<file path="src/rtl/card_ctrl_pkg.sv">
`timescale 1ns/1ps
package card_ctrl_pkg;
  typedef enum logic [2:0] {
    SEL_NONE,
    SEL_SYNC_STAT,
    SEL_CTL,
    SEL_LED,
    SEL_TEST2,
    SEL_REV
  } reg_sel_e;

  // field order is the software-visible bit order, bit 6 down to bit 0
  typedef struct packed {
    logic loop_local;
    logic loop_remote;
    logic e1_mode;
    logic ext_sync;
    logic framer_en;
    logic test1;
    logic int_en;
  } ctl_t;

  localparam int CTL_ACK_BIT = 7;
  localparam int OFS_SYNC    = 0;
  localparam int OFS_CTL     = 1;
  localparam int OFS_LED     = 2;
  localparam int OFS_TEST2   = 3;
  localparam int OFS_REV     = 4;
endpackage

</file>
<file path="src/rtl/card_addr_decode.sv">
`timescale 1ns/1ps
module card_addr_decode
  import card_ctrl_pkg::*;
#(
  parameter int ADDR_W   = 11,
  parameter int WIN_W    = 8,
  parameter int NUM_XCVR = 4
) (
  input  logic              clk_i,
  input  logic              rst_ni,
  input  logic [ADDR_W-1:0] addr_i,
  input  logic              wr_i,
  input  logic              rd_i,
  output logic [NUM_XCVR-1:0] cs_o,
  output logic [WIN_W-1:0]  xaddr_o,
  output reg_sel_e          sel_o
);
  localparam int REG_W = ADDR_W - WIN_W;

  logic [REG_W-1:0] region;
  logic [WIN_W-1:0] ofs;
  logic             access;

  assign region  = addr_i[ADDR_W-1:WIN_W];
  assign ofs     = addr_i[WIN_W-1:0];
  assign access  = wr_i | rd_i;
  assign xaddr_o = ofs;

  for (genvar i = 0; i < NUM_XCVR; i++) begin : g_cs
    assign cs_o[i] = access && (region == REG_W'(i));
  end

  always_comb begin
    sel_o = SEL_NONE;
    if (region == REG_W'(NUM_XCVR)) begin
      if      (ofs == WIN_W'(OFS_SYNC))  sel_o = SEL_SYNC_STAT;
      else if (ofs == WIN_W'(OFS_CTL))   sel_o = SEL_CTL;
      else if (ofs == WIN_W'(OFS_LED))   sel_o = SEL_LED;
      else if (ofs == WIN_W'(OFS_TEST2)) sel_o = SEL_TEST2;
      else if (ofs == WIN_W'(OFS_REV))   sel_o = SEL_REV;
    end
  end


  cs_onehot_chk: assert property (@(posedge clk_i) disable iff (!rst_ni)
    $onehot0(cs_o));

  cs_vs_bank_chk: assert property (@(posedge clk_i) disable iff (!rst_ni)
    (sel_o != SEL_NONE) |-> (cs_o == '0));
endmodule

</file>
<file path="src/rtl/card_ctrl_regs.sv">
`timescale 1ns/1ps
module card_ctrl_regs
  import card_ctrl_pkg::*;
#(
  parameter int DATA_W   = 8,
  parameter int NUM_XCVR = 4,
  parameter int SYNC_W   = $clog2(NUM_XCVR + 1),
  parameter int LED_W    = 2 * NUM_XCVR
) (
  input  logic              clk_i,
  input  logic              rst_ni,
  input  logic              wr_i,
  input  logic              rd_i,
  input  reg_sel_e          sel_i,
  input  logic [DATA_W-1:0] wdata_i,
  input  logic [2:0]        status_i,
  output logic [DATA_W-1:0] rdata_o,
  output logic [SYNC_W-1:0] sync_sel_o,
  output ctl_t              ctl_o,
  output logic [LED_W-1:0]  led_o,
  output logic              test2_o,
  output logic              rev_o,
  output logic              ack_o
);
  localparam int CTL_W = $bits(ctl_t);

  logic [SYNC_W-1:0] sync_q;
  ctl_t              ctl_q;
  logic [LED_W-1:0]  led_q;
  logic              test2_q;
  logic              rev_q;

  always_ff @(posedge clk_i or negedge rst_ni) begin
    if (!rst_ni) begin
      sync_q  <= '0;
      ctl_q   <= '0;
      led_q   <= '0;
      test2_q <= 1'b0;
      rev_q   <= 1'b0;
    end else if (wr_i) begin
      unique case (sel_i)
        SEL_SYNC_STAT: sync_q  <= wdata_i[SYNC_W-1:0];
        SEL_CTL:       ctl_q   <= ctl_t'(wdata_i[CTL_W-1:0]);
        SEL_LED:       led_q   <= wdata_i[LED_W-1:0];
        SEL_TEST2:     test2_q <= wdata_i[0];
        SEL_REV:       rev_q   <= wdata_i[0];
        default: ;
      endcase
    end
  end

  // acknowledge is a strobe, never stored
  assign ack_o = wr_i && (sel_i == SEL_CTL) && wdata_i[CTL_ACK_BIT];

  // out-of-range codes fall back to free run
  assign sync_sel_o = (sync_q != '0 && sync_q <= SYNC_W'(NUM_XCVR)) ? sync_q : '0;

  assign ctl_o   = ctl_q;
  assign led_o   = led_q;
  assign test2_o = test2_q;
  assign rev_o   = rev_q;

  always_comb begin
    rdata_o = '0;
    if (rd_i) begin
      unique case (sel_i)
        SEL_SYNC_STAT: rdata_o = DATA_W'(status_i);
        SEL_CTL:       rdata_o = DATA_W'(ctl_q);
        SEL_LED:       rdata_o = DATA_W'(led_q);
        SEL_TEST2:     rdata_o = DATA_W'(test2_q);
        SEL_REV:       rdata_o = DATA_W'(rev_q);
        default:       rdata_o = '0;
      endcase
    end
  end


  sync_range_chk: assert property (@(posedge clk_i) disable iff (!rst_ni)
    sync_sel_o <= SYNC_W'(NUM_XCVR));

  led_hold_chk: assert property (@(posedge clk_i) disable iff (!rst_ni)
    !(wr_i && sel_i == SEL_LED) |=> $stable(led_o));

  rd_idle_chk: assert property (@(posedge clk_i) disable iff (!rst_ni)
    !rd_i |-> (rdata_o == '0));
endmodule

</file>
<file path="src/rtl/card_irq.sv">
`timescale 1ns/1ps
module card_irq (
  input  logic clk_i,
  input  logic rst_ni,
  input  logic card_evt_i,
  input  logic ack_i,
  input  logic int_en_i,
  input  logic framer_en_i,
  input  logic framer_irq_i,
  output logic pending_o,
  output logic irq_o
);
  logic pend_q;

  // an event in the acknowledge cycle wins so no event is lost
  always_ff @(posedge clk_i or negedge rst_ni) begin
    if (!rst_ni)         pend_q <= 1'b0;
    else if (card_evt_i) pend_q <= 1'b1;
    else if (ack_i)      pend_q <= 1'b0;
  end

  assign pending_o = pend_q;
  assign irq_o     = (int_en_i & pend_q) | (framer_en_i & framer_irq_i);


  ack_clear_chk: assert property (@(posedge clk_i) disable iff (!rst_ni)
    (ack_i && !card_evt_i) |=> !pending_o);

  evt_set_chk: assert property (@(posedge clk_i) disable iff (!rst_ni)
    card_evt_i |=> pending_o);
endmodule

</file>
<file path="src/rtl/card_ctrl_unit.sv">
`timescale 1ns/1ps
module card_ctrl_unit
  import card_ctrl_pkg::*;
#(
  parameter int ADDR_W   = 11,
  parameter int DATA_W   = 8,
  parameter int WIN_W    = 8,
  parameter int NUM_XCVR = 4,
  parameter int SYNC_W   = $clog2(NUM_XCVR + 1),
  parameter int LED_W    = 2 * NUM_XCVR
) (
  input  logic                clk_i,
  input  logic                rst_ni,
  input  logic [ADDR_W-1:0]   bus_addr_i,
  input  logic [DATA_W-1:0]   bus_wdata_i,
  input  logic                bus_wr_i,
  input  logic                bus_rd_i,
  output logic [DATA_W-1:0]   bus_rdata_o,
  output logic [NUM_XCVR-1:0] xcvr_cs_o,
  output logic [WIN_W-1:0]    xcvr_addr_o,
  input  logic                card_evt_i,
  input  logic                framer_irq_i,
  output logic                irq_o,
  input  logic                rx_ser_i,
  input  logic                tx_ser_i,
  output logic                tx_ser_o,
  output logic [SYNC_W-1:0]   sync_sel_o,
  output logic                ext_sync_o,
  output logic                e1_mode_o,
  output logic                loop_local_o,
  output logic                test1_o,
  output logic                test2_o,
  output logic                rev_mode_o,
  output logic [LED_W-1:0]    led_o
);
  reg_sel_e   sel;
  ctl_t       ctl;
  logic       ack;
  logic       pending;
  logic [2:0] status;

  card_addr_decode #(
    .ADDR_W(ADDR_W), .WIN_W(WIN_W), .NUM_XCVR(NUM_XCVR)
  ) u_decode (
    .clk_i   (clk_i),
    .rst_ni  (rst_ni),
    .addr_i  (bus_addr_i),
    .wr_i    (bus_wr_i),
    .rd_i    (bus_rd_i),
    .cs_o    (xcvr_cs_o),
    .xaddr_o (xcvr_addr_o),
    .sel_o   (sel)
  );

  assign status = {framer_irq_i, pending, ctl.int_en};

  card_ctrl_regs #(
    .DATA_W(DATA_W), .NUM_XCVR(NUM_XCVR), .SYNC_W(SYNC_W), .LED_W(LED_W)
  ) u_regs (
    .clk_i      (clk_i),
    .rst_ni     (rst_ni),
    .wr_i       (bus_wr_i),
    .rd_i       (bus_rd_i),
    .sel_i      (sel),
    .wdata_i    (bus_wdata_i),
    .status_i   (status),
    .rdata_o    (bus_rdata_o),
    .sync_sel_o (sync_sel_o),
    .ctl_o      (ctl),
    .led_o      (led_o),
    .test2_o    (test2_o),
    .rev_o      (rev_mode_o),
    .ack_o      (ack)
  );

  card_irq u_irq (
    .clk_i        (clk_i),
    .rst_ni       (rst_ni),
    .card_evt_i   (card_evt_i),
    .ack_i        (ack),
    .int_en_i     (ctl.int_en),
    .framer_en_i  (ctl.framer_en),
    .framer_irq_i (framer_irq_i),
    .pending_o    (pending),
    .irq_o        (irq_o)
  );

  assign tx_ser_o     = ctl.loop_remote ? rx_ser_i : tx_ser_i;
  assign ext_sync_o   = ctl.ext_sync;
  assign e1_mode_o    = ctl.e1_mode;
  assign loop_local_o = ctl.loop_local;
  assign test1_o      = ctl.test1;


  framer_gate_chk: assert property (@(posedge clk_i) disable iff (!rst_ni)
    (!ctl.framer_en && !ctl.int_en) |-> !irq_o);

  remote_loop_chk: assert property (@(posedge clk_i) disable iff (!rst_ni)
    ctl.loop_remote |-> (tx_ser_o == rx_ser_i));

  status_view_chk: assert property (@(posedge clk_i) disable iff (!rst_ni)
    (bus_rd_i && sel == SEL_SYNC_STAT) |-> (bus_rdata_o[2] == framer_irq_i));
endmodule

</file>
<file path="config.mk">
export PLATFORM = sky130hd
export DESIGN_NAME = card_ctrl_unit
export DESIGN_NICKNAME = d
export VERILOG_FILES = /design/src/rtl/card_ctrl_pkg.sv /design/src/rtl/card_addr_decode.sv /design/src/rtl/card_ctrl_regs.sv /design/src/rtl/card_irq.sv /design/src/rtl/card_ctrl_unit.sv
export SDC_FILE = /design/constraint.sdc
export NUM_CORES = 1
export LEC_CHECK = 0
export BUFFER_PORTS_ARGS = -buffer_cell sky130_fd_sc_hd__clkbuf_2
export CAP_MARGIN = 20
export CORE_MARGIN = 5
export CORE_UTILIZATION = 45
export DETAILED_ROUTE_END_ITERATION = 6
export PLACE_DENSITY = 0.78
export RECOVER_POWER = 25
export SYNTH_ARGS = -nofsm -noshare
export SYNTH_HDL_FRONTEND = slang
export SYNTH_SLANG_ARGS = --single-unit
</file>
<file path="constraint.sdc">
create_clock -name clk_i -period 1.3 [get_ports clk_i]
set_input_delay 0.13 -clock clk_i [delete_from_list [all_inputs] [get_ports clk_i]]
set_output_delay 0.13 -clock clk_i [all_outputs]
set_load 0.005 [all_outputs]
</file>
==> impl_metrics.json <==
{
  "fmax_mhz": 670,
  "avgSynthCellArea_sq_um": 11.6,
  "final_common_cell": "clkbuf_2",
  "status": "finished, violations left",
  "finalMaxSlewViolations": 0,
  "synthesis.nets": 137,
  "maxCapViolCount": 0,
  "yosys_register_bits": 21,
  "r2r-start": "u_regs.sync_q[0]",
  "insertion_delay_ns": 0.29,
  "timing.hold.ws_ns": 0.0799,
  "leakagePower_nw": 0.986,
  "cp_top_family": "simple AND/OR/NAND/NOR gates",
  "setup_viol": 11,
  "synthSimpleGateAreaFrac": 0.223,
  "fin_crit_sh": 1.15,
  "grt_usage": 0.173,
  "wl_mm": 3.61,
  "regArea_sq_um": 526,
  "seq_area_frac_synth": 0.416,
  "crit_path_end_kind": "output pin",
  "synthAdderAreaFrac": 0.00990,
  "syn_to_final_growth_pct": 49.2,
  "die_area_sq_um": 3970,
  "power_density_nw_per_um2": 628,
  "slew-limit-headroom": 0.662,
  "violations": "negative setup slack",
  "hold_violations": 0,
  "via_per_inst": 5.38,
  "drt-wirelength-per-cell_um": 16.3,
  "row_count": 19,
  "rsz0062_at_grt": "true",
  "yosys_warnings": 0,
  "drt_iter0_markers": 51,
  "critPathBufInv": 1,
  "skew_ns": 0,
  "antenna_cells": 0,
  "core_sq_um": 2730,
  "hold_start": "bus_wdata_i[5]",
  "hp-class": "input pin to register",
  "path_cells": "or3b_4 > a21oi_2 > nor3_1 > clkbuf_2",
  "tns_ns": -1.06,
  "cp_slowest_cell": "dfrtp_1",
  "yosys.area.top_type": "dfrtp_1",
  "drc": 0,
  "grt_pass1_wl_mm": 5.61,
  "dp_cells": 207,
  "io_buffers": 65,
  "grt_max_degree": 22,
  "synth_compound_area_frac": 0.0446,
  "dr.pass1.iters": 4,
  "post-route-worst-setup-slack_ns": -0.193,
  "initial_utilization": 0.462,
  "period_minus_slack_ns": 1.49,
  "fp.dieH_um": 63.0,
  "cpPeakStageDelay_ns": 0.40,
  "fp.dieW_um": 63.0,
  "netlist_top_cells_area": "dfrtp_1 42%, mux2_2 19%, buf_4 4.8%",
  "root_buffer": "clkbuf_4",
  "hpwl_mm": 2.73,
  "cp-start-kind": "register",
  "muxShareOfSynthArea": 0.227,
  "grt_overflow": 0,
  "synth_top_area_share": 0.416,
  "antenna_found_initial": 0,
  "nFillCells": 190,
  "worst-setup-path-type": "register to output pin",
  "antenna_left": 0,
  "drive_above_1_share": 0.649,
  "cts_tree": "yes",
  "yosysUniqueCellTypes": 34,
  "synth_area_sq_um": 1260,
  "synth_top_family_by_area": "multiplexers",
  "mostFrequentLayoutCells": "49 x clkbuf_2, 21 x dfrtp_1, 20 x buf_4, 12 x mux2_2, 9 x mux2_4",
  "cts_num_sinks": 21,
  "worst_pin_slew_ns": 0.507,
  "worst_ep_arrival_time_ns": 1.36,
  "place_ws_ns": -0.255,
  "nNetsFinal": 220,
  "gp_congestion": 0.734,
  "synth_xor_area_frac": 0.00693,
  "io_pins": 66,
  "multiInputGateArea_sq_um": 731,
  "ir_drop_mv": 0.558,
  "h-tree-depth": 1,
  "postPlaceCellArea_sq_um": 1700,
  "crit_fanout": 2,
  "numCtsBuffers": 3,
  "clockBufferDepth": 2,
  "crit_start": "u_regs.led_o[1]",
  "final_area_sq_um": 1890,
  "worstPathRequired_ns": 1.17,
  "fin_cells": 222,
  "postSynthCellCount": 109,
  "grt_pass1_vias": 1232,
  "path_clk_slew_ns": 0.11,
  "vias": 1195
}
-- registers in the layout, indices dropped and copies added, names as in the netlist --
name,count
u_regs.led_o,8
u_regs.rev_o,1
u_irq.pending_o,1
u_regs.ctl_o,7
u_regs.sync_q,3
u_regs.test2_o,1
-- repair_timing --
item	in CTS	in global routing
hold buffers	1	0
pin swaps	13	7
endpoints found under the hold margin	21	0
resized for setup	7	25
setup buffers	8	2
setup endpoints to repair	10	17
-- metal layers --
layer | vias up | wire length (um) | track usage
li1 | 557 | - | -
met1 | 589 | 1410 | 0.189
met2 | 43 | 1970 | 0.314
met3 | 6 | 189 | 0.0342
met4 | 0 | 43 | 0.0849
met5 | - | 0 | 0
-- kinds of logic (layout without fill, tap and decap cells) --
| kind of cell | count (synthesis) | in the layout |
|---|---|---|
| simple gates | 38 | 38 |
| flops | 21 | 21 |
| xor+xnor | 1 | 1 |
| fa+ha+maj | 1 | 1 |
| buf+inv | 14 | 96 |
| compound gates | 8 | 8 |
| mux | 26 | 26 |
-- cell usage after synthesis --
cell type and count:
and3_2 1, nor4_4 1, buf_6 1, xor2_1 1, inv_1 2, ha_1 1
nor3_1 4, nand3_1 2, nand2b_1 1, nand2_1 1, nand4b_1 1, buf_4 8
o21bai_1 1, and3b_1 1, dfrtp_1 21, a21oi_1 3, a221oi_1 1, or2_2 2
o22a_1 1, a22o_1 1, nor3b_1 4, or3b_2 2, buf_2 2, o21a_1 1
nor2b_1 4, mux2_2 21, mux2i_1 5, nor2_1 7, nor4b_4 1, and4b_1 1
clkbuf_1 1, nand4_1 3, nand4_4 1, nor4bb_1 1
-- stage by stage --
step	utilization	total power [mW]
finish	0.690	1.18
global route	0.690	1.25
CTS	0.668	1.18
detailed placement	0.623	0.875
global placement	0.623	0.868
floorplan	-	0.763
-- where the power goes --
group,switching [mW],total [mW],internal (mW),leakage [nW]
combinational,0.109,0.223,0.114,0.683
sequential,0.00420,0.662,0.658,0.288
clock,0.181,0.300,0.119,0.0150
total,0.294,1.18,0.891,0.986
-- area by class of cell --
cell class | count | area share
Clock buffer | 4 | 0.0139
Inverter | 2 | 0.00398
Timing Repair Buffer | 90 | 0.295
Sequential cell | 21 | 0.279
Tap cell | 31 | 0.0206
Multi-Input combinational cell | 74 | 0.388
-- path summary, 6_finish.rpt --
kind	slack, ns	to	cells after the start
hold reg to reg	0.54	u_regs.sync_q[2]	1
min in group asynchronous	0.32	u_regs.sync_q[2]	2
hold / removal	0.08	u_regs.led_o[5]	2
setup reg to reg	0.29	u_regs.sync_q[0]	3
setup / recovery	-0.19	bus_rdata_o[1]	4
max in group asynchronous	0.64	u_regs.ctl_o[0]	2
-- worst reg2reg max path: stages (launching register included) --
cell,delay (ns)
dfrtp_1,0.40
buf_4,0.14
buf_4,0.12
mux2_2,0.25
Note: power is estimated with default switching activity, not from simulation.
